### config.mk
export PLATFORM = sky130hd
export DESIGN_NAME = tick_irq_gen
export DESIGN_NICKNAME = d
export VERILOG_FILES = /design/src/rtl/tick_irq_pkg.sv /design/src/rtl/tick_prescaler.sv /design/src/rtl/tick_modulus.sv /design/src/rtl/tick_flag_ctl.sv /design/src/rtl/tick_irq_gen.sv
export SDC_FILE = /design/constraint.sdc
export NUM_CORES = 1
export LEC_CHECK = 0
export CORE_MARGIN = 2
export CORE_UTILIZATION = 45
export CTS_BUF_LIST = sky130_fd_sc_hd__clkbuf_8
export CTS_CLUSTER_DIAMETER = 100
export CTS_CLUSTER_SIZE = 8
export DETAILED_ROUTE_END_ITERATION = 10
export DONT_BUFFER_PORTS = 1
export REMOVE_ABC_BUFFERS = 1
export SETUP_SLACK_MARGIN = 0.5
export SLEW_MARGIN = 0
export SYNTH_ARGS = -nofsm -noshare
export SYNTH_HDL_FRONTEND = slang
export SYNTH_SLANG_ARGS = --single-unit
### constraint.sdc
create_clock -name clk -period 4.3 [get_ports clk]
set_input_delay 0.645 -clock clk [delete_from_list [all_inputs] [get_ports clk]]
set_output_delay 0.645 -clock clk [all_outputs]
set_load 0.005 [all_outputs]
### src/rtl/tick_irq_pkg.sv
package tick_irq_pkg;

  typedef struct packed {
    logic [2:0] expo;
    logic [3:0] modu;
  } ctl_t;

  localparam logic [2:0] EXPO_OFF = 3'd0;

  // Length of one full period in clock cycles (0 when off).
  function automatic int unsigned period_len(input int unsigned base_exp,
                                             input logic [2:0] expo,
                                             input logic [3:0] modu);
    int unsigned len;
    if (expo == EXPO_OFF) begin
      len = 0;
    end else begin
      len = (int'(modu) + 1) << (base_exp + int'(expo));
    end
    return len;
  endfunction

endpackage

### src/rtl/tick_prescaler.sv
module tick_prescaler #(
  parameter int unsigned BASE_EXP = 9,
  localparam int unsigned PW = BASE_EXP + 7
) (
  input  logic       clk,
  input  logic       rst_n,
  input  logic       restart,
  input  logic [2:0] expo,
  output logic       pre_tc
);
  import tick_irq_pkg::*;

  logic [PW-1:0] pre_cnt;
  logic [PW-1:0] last_val;
  logic          running;

  // Terminal count of the prescaler: 2^(BASE_EXP+expo) - 1.
  function automatic logic [PW-1:0] term_count(input logic [2:0] e);
    logic [PW:0] one_hot;
    one_hot = (PW+1)'(1) << (BASE_EXP + int'(e));
    return PW'(one_hot - (PW+1)'(1));
  endfunction

  assign running  = (expo != EXPO_OFF);
  assign last_val = term_count(expo);
  assign pre_tc   = running && !restart && (pre_cnt == last_val);

  always_ff @(posedge clk or negedge rst_n) begin
    if (!rst_n) begin
      pre_cnt <= '0;
    end else if (restart || !running || pre_tc) begin
      pre_cnt <= '0;
    end else begin
      pre_cnt <= pre_cnt + PW'(1);
    end
  end

  AST_PRE_RANGE: assert property (@(posedge clk) disable iff (!rst_n)
    running |-> pre_cnt <= last_val);
  AST_PRE_OFF_IDLE: assert property (@(posedge clk) disable iff (!rst_n)
    !running |=> pre_cnt == '0);

endmodule

### src/rtl/tick_modulus.sv
module tick_modulus #(
  parameter int unsigned MW = 4
) (
  input  logic          clk,
  input  logic          rst_n,
  input  logic          restart,
  input  logic          pre_tc,
  input  logic [MW-1:0] modu,
  output logic          period_end
);

  logic [MW-1:0] rep_cnt;

  assign period_end = pre_tc && (rep_cnt == modu);

  always_ff @(posedge clk or negedge rst_n) begin
    if (!rst_n) begin
      rep_cnt <= '0;
    end else if (restart || period_end) begin
      rep_cnt <= '0;
    end else if (pre_tc) begin
      rep_cnt <= rep_cnt + MW'(1);
    end
  end

  AST_MOD_RANGE: assert property (@(posedge clk) disable iff (!rst_n)
    rep_cnt <= modu);
  AST_MOD_RESTART: assert property (@(posedge clk) disable iff (!rst_n)
    restart |=> rep_cnt == '0);

endmodule

### src/rtl/tick_flag_ctl.sv
module tick_flag_ctl (
  input  logic clk,
  input  logic rst_n,
  input  logic set,
  input  logic clr,
  input  logic en,
  output logic flag,
  output logic req
);

  always_ff @(posedge clk or negedge rst_n) begin
    if (!rst_n) begin
      flag <= 1'b0;
    end else if (set) begin
      flag <= 1'b1;
    end else if (clr) begin
      flag <= 1'b0;
    end
  end

  assign req = flag & en;

  AST_SET_WINS: assert property (@(posedge clk) disable iff (!rst_n)
    set |=> flag);
  AST_CLR_TAKES: assert property (@(posedge clk) disable iff (!rst_n)
    (clr && !set) |=> !flag);
  AST_FLAG_HOLD: assert property (@(posedge clk) disable iff (!rst_n)
    (!set && !clr) |=> $stable(flag));
  AST_REQ_MASK: assert property (@(posedge clk) disable iff (!rst_n)
    !en |-> !req);

endmodule

### src/rtl/tick_irq_gen.sv
module tick_irq_gen #(
  parameter int unsigned BASE_EXP = 9
) (
  input  logic       clk,
  input  logic       rst_n,
  input  logic       ctl_wr,
  input  logic [6:0] ctl_wdata,
  input  logic       flag_clr,
  input  logic       irq_en,
  output logic       tick_flag,
  output logic       irq
);
  import tick_irq_pkg::*;

  localparam int unsigned PW = BASE_EXP + 7;
  localparam int unsigned SW = PW + 5;

  ctl_t ctl_q;
  logic pre_tc;
  logic period_end;

  always_ff @(posedge clk or negedge rst_n) begin
    if (!rst_n) begin
      ctl_q <= '0;
    end else if (ctl_wr) begin
      ctl_q <= ctl_t'(ctl_wdata);
    end
  end

  tick_prescaler #(.BASE_EXP(BASE_EXP)) u_pre (
    .clk     (clk),
    .rst_n   (rst_n),
    .restart (ctl_wr),
    .expo    (ctl_q.expo),
    .pre_tc  (pre_tc)
  );

  tick_modulus #(.MW(4)) u_mod (
    .clk        (clk),
    .rst_n      (rst_n),
    .restart    (ctl_wr),
    .pre_tc     (pre_tc),
    .modu       (ctl_q.modu),
    .period_end (period_end)
  );

  tick_flag_ctl u_flag (
    .clk   (clk),
    .rst_n (rst_n),
    .set   (period_end),
    .clr   (flag_clr),
    .en    (irq_en),
    .flag  (tick_flag),
    .req   (irq)
  );

  // Cycle span since the last restart or period end, kept for the period check.
  logic [SW-1:0] span_cnt;
  always_ff @(posedge clk or negedge rst_n) begin
    if (!rst_n) begin
      span_cnt <= '0;
    end else if (ctl_wr || period_end) begin
      span_cnt <= '0;
    end else begin
      span_cnt <= span_cnt + SW'(1);
    end
  end

  AST_PERIOD_LEN: assert property (@(posedge clk) disable iff (!rst_n)
    period_end |-> (32'(span_cnt) + 1 == period_len(BASE_EXP, ctl_q.expo, ctl_q.modu)));
  AST_OFF_SILENT: assert property (@(posedge clk) disable iff (!rst_n)
    (ctl_q.expo == EXPO_OFF) |-> !period_end);
  AST_WRITE_RESTART: assert property (@(posedge clk) disable iff (!rst_n)
    ctl_wr |=> !period_end);

endmodule

**Word-level counts from Yosys, hierarchy flattened**

Index checks and enable logic that the tools add are counted.

- Muxes and demuxes: 5
- Reduce and logical (&&, ||, !) cells: 11
- Bitwise logic cells: 1
- Equal/unequal tests: 2
- $add $sub $neg: 4
- Shift-type cells: 1

Operators by type and width:

| operator | number |
|---|---|
| << shifter 1 x 32 -> 16 bit (first input constant) | 1 |
| adder 16 x 1 -> 16 bit (second input constant) | 1 |
| equality test 16 bit | 1 |
| two-way mux 16 bit | 1 |
| subtractor 16 x 1 -> 16 bit (second input constant) | 1 |
| two-way mux 4 bit | 2 |
| adder 4 x 3 -> 5 bit (first input constant) | 1 |
| adder 4 x 1 -> 4 bit (second input constant) | 1 |
| equality test 4 bit | 1 |
| nonzero test 2 bit | 2 |
| logical AND 1 bit | 3 |
| logical OR 1 bit | 3 |
| nonzero test 3 bit | 1 |
| logical NOT 1 bit | 2 |
| two-way mux 1 bit | 2 |
| AND 1 bit | 1 |

- Flip-flop bits (word level): 28
- Bits of input ports: 12
- Output and inout port bits: 2

**Logic depth before layout (Yosys ltp)**

Gate-level depths: netlist (run 1).

- Word-level depth: 8
- Depth in mapped cells: 16
- Depth with buffers taken out: 12

**By module**

A second synthesis (run 1) with hierarchy kept.

- Cells, all modules: 167
- Area total of the unflattened synthesis: 1737.9 µm²

Modules (own cells, without submodules):

| module | instances | cells each | area an instance (µm²) |
|---|---|---|---|
| tick_prescaler | 1 | 124 | 1124.8 |
| tick_irq_gen | 1 | 15 | 291.5 |
| tick_modulus | 1 | 24 | 279.0 |
| tick_flag_ctl | 1 | 4 | 42.5 |

**Worst setup path after synthesis (run 1)**

OpenSTA, ideal clock, no wires.

- Path kind: register to register
- Start point: register ctl_q[5] in the netlist's numbering
- End point: register u_pre.pre_cnt[10]
- Stages on the path, launching flop included: 16
- Library setup time: 0.142 ns
- Data arrival time: 3.310 ns
- Path buffers: 4
- Path slack: 0.848 ns
- Cell sequence: dfrtp_1 -> buf_2 -> and2_1 -> ha_1 -> buf_2 -> nor2_1 -> nand2_1 -> ha_1 -> clkbuf_1 -> nor3_2 -> a211oi_1 -> or4_4 -> or3_4 -> nor3_4 -> buf_8 -> nor3_2

- Longest elaborated chain between the ends: 7
- Elaborated cells between the ends (all ways): 11
- Those cells by class: add/sub: 2; eq/ne: 1; shift: 1; mux: 1; reduce/logical: 6

RTL lines:

| element | RTL line | RTL |
|---|---|---|
| start, declared | tick_irq_gen.sv:18 | `ctl_t ctl_q;` |
| start signal, assigned | tick_irq_gen.sv:26 | `ctl_q <= ctl_t'(ctl_wdata);` |
| adder 4 x 3 -> 5 bit | tick_prescaler.sv:20 | `one_hot = (PW+1)'(1) << (BASE_EXP + int'(e));` |
| << shifter 1 x 32 -> 16 bit | tick_prescaler.sv:20 |  |
| subtractor 16 x 1 -> 16 bit | tick_prescaler.sv:21 | `return PW'(one_hot - (PW+1)'(1));` |
| equality test 16 bit | tick_prescaler.sv:26 | `assign pre_tc = running && !restart && (pre_cnt == last_val);` |
| logical AND 1 bit | tick_prescaler.sv:26 |  |
| logical OR 1 bit * | tick_prescaler.sv:31 | `end else if (restart \|\| !running \|\| pre_tc) begin` |
| two-way mux 16 bit * | tick_prescaler.sv:31 |  |
| end signal, assigned | tick_prescaler.sv:34 | `pre_cnt <= pre_cnt + PW'(1);` |
| end, declared | tick_prescaler.sv:13 | `logic [PW-1:0] pre_cnt;` |

Every way passes the cells marked *; elsewhere a longest branch is shown, timed or not.
A chain may end at the register's enable or synchronous reset.

**Worst setup path after layout (run 1)**

- Start point: register ctl_q[5] in the netlist's numbering
- End point: register u_pre.pre_cnt[4]

Same word-level chain as after synthesis.

==> impl_results.md, run 1 <==
- Status: complete, no violations
- CP Capture Type: flop
- Setup-failing EPs final: 0
- TritonCTS Sinks: 28
- Worst slew margin: 0.3823
- Crit-path cells: and2_1, ha_1, nor2_1, nand2_1, ha_2, nor3_2, a211oi_1, or4_4, or3_4, nor3_4, buf_4, nor3_1
- Worst-path fanout max: 16
- Fin crit period: 3572 ps
- Slew @ Worst Pin: 918.1 ps
- Commonest non-fill, non-tap cell in the layout: dfrtp_1
- Nets: approximately 230
- H-tree depth: 1
- Ys flop type: dfrtp_1
- Clock buffer depth: 2
- Routed Antenna Nets: 0
- Die H: 71.12 um
- Routed WL: 4220 um
- Final Hold Vio Count: 0
- Crit path launch: ctl_q[5]
- DR pass1 iterations: 4
- Num rows: 24
- Placed insts: 259
- Vias: ~1600
- Vias in the first global route: ~1600
- # DRC: 0
- Dpl ws: 661.1 ps
- Peak Freq: 279.9 MHz
- Placer congestion estimate: 0.8637
- Area delta synth->final: 1.852%
- CTS tree: built
- Mapped cell area: 2027 sq um
- Hold Path Class: input pin to asynchronous set/reset pin
- Mean Syn Cell Area: 9.213 sq um
- RSZ-0062 raised after global routing: no
- Total congestion overflow: 0
- Critical Path RT: 4430 ps
- Synth Warn #: 0
- Share of cells above drive strength 1: 0.1381
- Critical Path Max Stage Delay: 540 ps
- Vias/cell: 6.004
- PwrDens: about 260 nW/um^2
- Post-synthesis async set-or-reset flop share: 1.000
- Post-CTS setup buffers: 0
- DR iter-0 viols: 92
- Antenna cells: 0
- Unique masters post-synth: 53
- Post-synth EDFFs: 0
- VDD IR max: approximately 0.00016 V
- Port Buffers: 0
- DPL Wire Length: 3233 um
- Initial antenna violation count: 0
- Clock skew: 6.130 ps
- Die width: around 71 um
- DP Area: 2017 sq um
- Final Cell Area: 2064 sq um
- Worst path slowest cell: or4_4
- # IOs: 14
- Cell Count, Final, Fillers Out: 262
- GRT Util Overall: 0.1768
- Wire length per cell: 16.11 um
- CTS buffer count: 3
- Crit path DAT: roughly 3700 ps
- Worst R2R Start: ctl_q[5]
- DIE AREA: just over 5000 sq um
- Reg clk slew, reported paths: 90 ps
- CP Launch Type: flop
- Largest net degree at the start of global routing: 29
- First-pass GRT wire length: 7176 um
- CTS root buf: clkbuf_8
- Commonest non-fill, non-tap cells in the layout: dfrtp_1, xnor2_1, nor2_1
- WS Path Type: flop to flop
- Crit share post-route: 0.8307
- Mapped Cells: 220
- Max-capacitance violation count: 0
- Initial Util: 0.4655
- Core box area: 4354 sq um
- Worst setup margin: 727.8 ps
- TNS Setup: 0 ps
- Post-synthesis sequential area ratio: 0.3457
- Final Max Tran Viols: 0
- Pleak: 0.8115 nW
- Worst skew pair latency: 270 ps
- #FFs+latches synth: 28
==> synth_stat cells, types with 3 or more instances <==
| library cell | count | area (sq um) |
|---|---|---|
| nand3_1 | 11 | 55.05 |
| xor2_1 | 11 | 96.34 |
| nor3_2 | 9 | 90.09 |
| nand2_1 | 10 | 37.54 |
| inv_1 | 6 | 22.52 |
| mux2_2 | 5 | 56.30 |
| and2_1 | 4 | 25.02 |
| nand2b_1 | 5 | 31.28 |
| clkbuf_1 | 7 | 26.28 |
| o21ai_0 | 7 | 35.03 |
| ha_1 | 5 | 62.56 |
| buf_2 | 3 | 15.01 |
| nand4_1 | 5 | 31.28 |
| dfrtp_1 | 28 | 700.7 |
| and3_1 | 6 | 37.54 |
| nor2_1 | 14 | 52.55 |
| o41ai_1 | 4 | 35.03 |
| a21oi_1 | 9 | 45.04 |
| nor3_1 | 10 | 50.05 |
| nor4_1 | 3 | 18.77 |
| xnor2_1 | 15 | 131.4 |
| nor2b_1 | 5 | 31.28 |
==> layer usage <==
metal	vias to the layer above	share of wire	global-route usage
li1	769	-	-
met1	768	0.49	0.2466
met2	30	0.47	0.2866
met3	6	0.025	0.02564
met4	0	0.013	0.05241
met5	-	0	0
==> path summary, 6_finish.rpt <==
path	endpoint	slack [ps]	cells past startpoint
setup / recovery	u_pre.pre_cnt[4]	730	12
hold / removal	ctl_q[2]	60	0
setup reg to reg	u_pre.pre_cnt[4]	730	12
hold reg to reg	ctl_q[2]	540	1
max in group asynchronous	u_pre.pre_cnt[9]	4160	0
min in group clk	u_mod.rep_cnt[0]	430	1
==> where the power goes <==
part | internal, mW | switching, mW
registers | 0.272 | 0.0145
clock network | 0.0627 | 0.0730
logic | 0.0501 | 0.0687
==> registers in the layout, summed over array words and instances, names as in the netlist <==
name           count
ctl_q              7
u_flag.flag        1
u_mod.rep_cnt      4
u_pre.pre_cnt     16
==> worst max-delay path, delay by kind of cell, from the launching register on <==
family          cells  cell delay (ps)
buf+inv             1              270
simple gates        8             1930
compound gates      1               70
fa+ha+maj           2              650
flops               1              510
==> kinds of logic after synthesis <==
| family | count (synthesis) | share of synthesized area |
|---|---|---|
| AND/OR/NAND/NOR | 98 | 0.2932 |
| AO/OA/AOI/OAI | 36 | 0.1253 |
| flip-flops | 28 | 0.3457 |
| XOR/XNOR | 27 | 0.1235 |
| buffers and inverters | 20 | 0.05185 |
| adder cells (fa/ha/maj) | 5 | 0.03086 |
| multiplexers | 5 | 0.02778 |
| other | 1 | 0.001850 |
==> per-stage QoR <==
step | hold WS, ps | utilization | total power [mW]
after floorplan | 349.4 | - | 0.3829
after global placement | 350.0 | 0.4632 | 0.4057
after detailed placement | 349.8 | 0.4632 | 0.4077
after CTS | 55.22 | 0.4727 | 0.5424
after global routing | 38.83 | 0.4741 | 0.5749
final | 58.68 | 0.4741 | 0.5412
==> cell type report <==
class                      count  area, sq um
clock buffer                   3        41.29
multi-input combinational    172         1226
tap                           52        65.06
inverter                       6        22.52
timing repair buffer           1        7.507
sequential                    28        701.9
fill                         411         2290
==> repair_timing <==
action	in CTS	in global routing
setup endpoints to repair	0	20
gates resized for setup	0	3
hold buffers	0	0
Note: power is estimated with default switching activity, not from simulation.
==> run 2: changes to the inputs <==
Clock period 4.3 ns to 3.15 ns, I/O delays scaled along.
==> impl_results.md, run 2 (synthesis gave the netlist of run 1 again) <==
- Status: complete, no violations
- Antenna cells: 0 (unchanged)
- Max reg flops: 16 (unchanged)
- Final Hold Vio Count: 0 (unchanged)
- Sw Share: 0.3034 (+0.01481)
- Peak Freq: 327.0 MHz (+17%)
- Crit path DAT: 3210 ps (-500 ps)
- Fin util: 0.5621 (+0.08793)
- Initial antenna violation count: 0 (unchanged)
- Clk pwr share: 0.256 (+0.005)
- Crit share post-route: 0.9709 (+0.1401)
- RSZ-0062 raised after global routing: yes
- Commonest non-fill, non-tap cell in the layout: dfrtp_1
- DR pass1 iterations: 5 (+1)
- Top reg by flops: u_pre.pre_cnt
- Final Cell Area: 2447 sq um (+19%)
- Worst-path fanout max: 4 (-12)
- Num rows: 24 (unchanged)
- Die width: 71.12 um (unchanged)
- Worst slew margin: 0.3643 (-0.01796)
- Max-capacitance violation count: 0 (unchanged)
- Slew @ Worst Pin: 944.8 ps (+26.70 ps)
- Routed Antenna Nets: 0 (unchanged)
- Vias in the first global route: 1706 (+9.8%)
- Clock buffer depth: 2 (unchanged)
- Fin Hold WS: 251.1 ps (+192.4 ps)
- Area delta synth->final: 20.74%
- Placer congestion estimate: 0.8908 (+3.1%)
- Clock skew: 7.723 ps (+1.593 ps)
- DP Area: 2105 sq um (+4.3%)
- Final Max Tran Viols: 0 (unchanged)
- Met1 usage: 0.2992 (+0.05257)
- VDD IR max: 0.0002065 V (+30%)
- DR iter-0 viols: 80 (-13%)
- Setup-failing EPs final: 0 (unchanged)
- CTS tree: built
- Initial Util: 0.4655 (unchanged)
- Nets: 250 (+9.2%)
- Placed insts: 269 (+3.9%)
- # IOs: 14 (unchanged)
- H-tree depth: 1 (unchanged)
- Grt peak-use layer: met2
- Fillers: 372 (-9.5%)
- # DRC: 0 (unchanged)
- Critical Path RT: 3300 ps (-1130 ps)
- GRT met2 Usage: 0.3541 (+0.06750)
- PwrDens: 348.3 nW/um^2 (+33%)
- Vias: 1714 (+9.0%)
- Comb power frac: 0.291 (+0.071)
- NetSw: 258.7 uW (+66%)
- CTS buffer count: 3 (unchanged)
- DIE AREA: 5057 sq um (unchanged)
- Core box area: 4354 sq um (unchanged)
- CTS root buf: clkbuf_8
- WS Path Type: flop to flop
- Hold Path Class: input pin to flop
- Top flop regs: u_pre.pre_cnt (16), ctl_q (7), u_mod.rep_cnt (4)
- Pleak: 0.9665 nW (+19%)
- TNS Setup: 0 ps (unchanged)
- Vias/cell: 6.035 (+0.52%)
- Worst skew pair latency: 270 ps (about the same)
- Power Internal: 593.8 uW (+54%)
- Fin crit period: 3058 ps (-514.0 ps)
- Largest net degree at the start of global routing: 29 (unchanged)
- Cell Count, Final, Fillers Out: 284 (+8.4%)
- First-pass GRT wire length: 8500 um (+18%)
- GRT Util Overall: 0.2126 (+0.03580)
- Flop pwr share: 0.453 (-0.077)
- TritonCTS Sinks: 28 (unchanged)
- CP Capture Type: flop
- Total congestion overflow: 0 (unchanged)
- Share of cells above drive strength 1: 0.2845 (+0.1464)
- CP Launch Type: flop
- Reg clk slew, reported paths: 100 ps (about the same)
- Wire length per cell: 17.99 um (+12%)
- Met3 Use GR: 0.02707 (+0.001425)
- Port Buffers: 0 (unchanged)
- Commonest non-fill, non-tap cells in the layout: dfrtp_1, xnor2_1, buf_4
- Routed WL: 5110 um (+21%)
- Die H: 71.12 um (unchanged)
- DPL Wire Length: 3401 um (+5.2%)
## run 2: changes by cell type in the layout (fill, tap and decap cells not counted), sizes merged
cell         change
dlygate4sd3      +1
buf             +20
clkbuf           +1
## run 2: layout make-up
type / count / area (sq um) / share of cell area
flip-flops and latches: 28 / 701.9 / 0.2868
clock buffers: 4 / 55.05 / 0.02249
repair buffers: 22 / 227.7 / 0.09305
inverters: 6 / 22.52 / 0.009202
multi-input cells: 172 / 1375 / 0.5619
well taps: 52 / 65.06 / 0.02658
## run 2: power groups by stage
stage          clock network, mW  registers [mW]  logic (mW)
4_1_cts                    0.227           0.385       0.230
2_1_floorplan                  0           0.392       0.131
5_1_grt                    0.244           0.388       0.269
3_3_place_gp                   0           0.390       0.184
3_5_place_dp                   0           0.391       0.187
6_report                   0.218           0.386       0.248
## run 2: timing repair
item	in CTS	in global routing
endpoints found under the hold margin	28	14
hold buffers	1	1
endpoints found under the setup margin	21	21
resized for setup	23	12
setup buffers	7	1
pin swaps	9	8
cloned	1	0
## run 2: final timing paths
path	start	end	slack, ps	depth (start not counted)
worst max-delay path	ctl_q[4]	u_mod.rep_cnt[3]	90	15
worst min-delay path	ctl_wr	u_mod.rep_cnt[2]	250	1
worst max register to register	ctl_q[4]	u_mod.rep_cnt[3]	90	15
worst min register to register	ctl_q[1]	ctl_q[1]	540	1
max in group asynchronous	rst_n	u_pre.pre_cnt[11]	2360	2
min in group asynchronous	rst_n	u_flag.flag	620	2
## run 2: critical path, stage by stage (launching register included)
cell and delay, ps:
dfrtp_1 390, and2_4 180, ha_4 280, nor2_4 50, nand2_4 80, buf_6 90, buf_4 100, buf_4 100
buf_4 90, buf_4 90, a21oi_1 60, or4_4 520, or3_4 370, buf_6 150, o41ai_4 260, a21oi_1 100
## run 2: per-stage QoR
step	power (mW)	worst slack, ps
floorplan	0.5227	-314.7
global placement	0.5734	132.6
detailed placement	0.5783	71.65
CTS	0.8418	103.4
global route	0.9010	7.922
finish	0.8525	91.77
## run 2: metal layers
metal  part of all wire  routed length [um]
met5                  0                   0
met1               0.44                2269
met2               0.50                2576
met4              0.013                  65
met3              0.039                 199
==> run 3: changes to the inputs <==
Settings changed: PLACE_DENSITY_LB_ADDON set to 0.12.
==> impl_results.md, run 3 (synthesis gave the netlist of run 1 again) <==
- Status: complete, no violations
- Commonest non-fill, non-tap cells in the layout: dfrtp_1, buf_4, xnor2_1
- Area of the multi-input gates: 1355 sq um (-1.5%)
- Commonest non-fill, non-tap cell in the layout: dfrtp_1
- DR pass1 iterations: 4 (-1)
- Fillers: 393 (+5.6%)
- RSZ-0062 raised after global routing: yes
- Critical Path RT: 3310 ps (about the same)
- CP Launch Type: flop
- Worst slew margin: 0.4073 (+0.04297)
- NetSw: 258.5 uW (about the same)
- Critical Path Max Stage Delay: 490 ps (-30 ps)
- Die H: 71.12 um (unchanged)
- Reg clk slew, reported paths: 90 ps (about the same)
- Top Layer Used: met4
- DR iter-0 viols: 132 (+65%)
- DP Area: 2127 sq um (+1.1%)
- Max reg flops: 16 (unchanged)
- TNS Setup: 0 ps (unchanged)
- Pleak: 0.9345 nW (-3.3%)
- GRT Util Overall: 0.1966 (-0.01603)
- CTS root buf: clkbuf_8
- First-pass GRT wire length: 7886 um (-7.2%)
- Power Internal: 601.6 uW (+1.3%)
- Fin util: 0.5451 (-0.01695)
- DPL Wire Length: 3480 um (+2.3%)
- Hold Crit Start: ctl_wr
- Routed WL: 4796 um (-6.1%)
- Total congestion overflow: 0 (unchanged)
- Worst r2r dst: u_mod.rep_cnt[1]
- Vias/cell: 5.932 (-1.7%)
- Peak Freq: 341.1 MHz (+4.3%)
- Worst R2R Setup Slack: 220 ps (+130 ps)
- Clock skew: 4.215 ps (-3.508 ps)
- Routed Antenna Nets: 0 (unchanged)
- Crit path DAT: 3090 ps (-120 ps)
- WS Path Type: flop to flop
- Top flop regs: u_pre.pre_cnt (16), ctl_q (7), u_mod.rep_cnt (4)
- CP Capture Type: flop
- Share of cells above drive strength 1: 0.2751 (-0.009374)
- Crit-path cells: and2_4, ha_4, buf_6, nor2b_4, a311oi_2, xnor2_1, or4_4, or3_4, o41ai_2, a21oi_1
- Wire length per cell: 17.07 um (-5.1%)
- TritonCTS Sinks: 28 (unchanged)
- Antenna cells: 0 (unchanged)
- Routed length on met2: 2388 um (-7.3%)
- Dpl ws: 68.88 ps (-2.773 ps)
- Total Power: 860.1 uW (+0.88%)
- Slew @ Worst Pin: 881.0 ps (-63.87 ps)
- Core box area: 4354 sq um (unchanged)
- Final Cell Area: 2374 sq um (-3.0%)
- Initial antenna violation count: 0 (unchanged)
- Fin crit period: 2931 ps (-126.8 ps)
- Comb power frac: 0.295 (+0.004)
- Nets: 247 (-1.2%)
- Vias in the first global route: 1660 (-2.7%)
- Clk pwr share: 0.257 (about the same)
- Final Hold Vio Count: 0 (unchanged)
- CTS tree: built
- Vias: 1667 (-2.7%)
- Worst-path fanout max: 7 (+3)
- Crit share post-route: 0.9306 (-0.04026)
- Placer congestion estimate: 0.8448 (-5.2%)
- Final Max Tran Viols: 0 (unchanged)
- DIE AREA: 5057 sq um (unchanged)
- Worst skew pair latency: 270 ps (about the same)
- Top reg by flops: u_pre.pre_cnt
- Clock buffer depth: 2 (unchanged)
- # IOs: 14 (unchanged)
- Area delta synth->final: 17.10%
- Die width: 71.12 um (unchanged)
- Initial Util: 0.4655 (unchanged)
- Sw Share: 0.3006 (-0.002886)
- Routed met3 length: 238 um (+20%)
- Port Buffers: 0 (unchanged)
- DRT met1 WL: 2111 um (-7.0%)
- Flop pwr share: 0.448 (-0.005)
- H-tree depth: 1 (unchanged)
- Reg area: 701.9 sq um (unchanged)
- Largest net degree at the start of global routing: 29 (unchanged)
- Setup-failing EPs final: 0 (unchanged)
- Hold EP: u_mod.rep_cnt[0]
- Worst R2R Start: ctl_q[4]
- Num rows: 24 (unchanged)
- VDD IR max: 0.0001507 V (-27%)
- Max-capacitance violation count: 0 (unchanged)
- R2R cell count: 10 (-5)
- Worst path slowest cell: or4_4
- Worst setup margin: 218.6 ps (+126.8 ps)
- Worst hold stages: 1 (unchanged)
- # DRC: 0 (unchanged)
- PwrDens: 362.4 nW/um^2 (+4.0%)
- Hold Path Class: input pin to flop
- CTS buffer count: 3 (unchanged)
-- run 3: what timing repair did --
| action | 4_1_cts | 5_1_grt |
|---|---|---|
| setup endpoints to repair | 21 | 21 |
| endpoints found under the hold margin | 28 | 15 |
| pin swaps | 5 | 1 |
| buffers inserted | 3 | 0 |
| gates resized for setup | 19 | 8 |
| hold buffers | 1 | 1 |
-- run 3: layout make-up --
| type | count | area share |
|---|---|---|
| inverter | 6 | 0.009489 |
| sequential | 28 | 0.2957 |
| timing repair buffer | 19 | 0.07327 |
| clock buffer | 4 | 0.02319 |
| tap | 52 | 0.02741 |
| multi-input combinational | 172 | 0.5709 |
-- run 3: worst max-delay path by stage --
| stage | from | endpoint | depth (start not counted) |
|---|---|---|---|
| finish | ctl_q[4] | u_mod.rep_cnt[1] | 10 |
| global placement | ctl_q[4] | u_mod.rep_cnt[2] | 11 |
| global route | ctl_q[5] | u_mod.rep_cnt[2] | 12 |
| detailed placement | ctl_q[4] | u_mod.rep_cnt[2] | 11 |
| CTS | ctl_q[4] | u_mod.rep_cnt[1] | 10 |
| floorplan | ctl_q[4] | u_pre.pre_cnt[15] | 11 |
-- run 3: per-stage QoR --
stage / hold slack [ps] / cells
3_3_place_gp: 177.6 / 272
2_1_floorplan: 176.9 / 206
4_1_cts: 3.502 / 280
5_1_grt: 225.5 / 281
6_report: 247.8 / 281
3_5_place_dp: 177.5 / 272
-- run 3: critical path: cells and delay by family, from the launching register on --
| family | cells | cell delay, ps |
|---|---|---|
| xor+xnor | 1 | 130 |
| simple gates | 4 | 1180 |
| flops | 1 | 380 |
| buf+inv | 1 | 130 |
| fa+ha+maj | 1 | 230 |
| compound gates | 3 | 750 |
-- run 3: power by group through the flow --
| stage | sequential (mW) | clock, mW | combinational, mW |
|---|---|---|---|
| after floorplan | 0.392 | 0 | 0.131 |
| final | 0.385 | 0.221 | 0.254 |
| after detailed placement | 0.390 | 0 | 0.194 |
| after global routing | 0.387 | 0.249 | 0.276 |
| after CTS | 0.385 | 0.227 | 0.238 |
| after global placement | 0.389 | 0 | 0.192 |
-- run 3: layer usage --
metal / vias up / global-route usage
met1: 814 / 0.2667
met2: 44 / 0.3271
met5: - / 0
li1: 802 / -
met4: 0 / 0.05451
met3: 7 / 0.03134
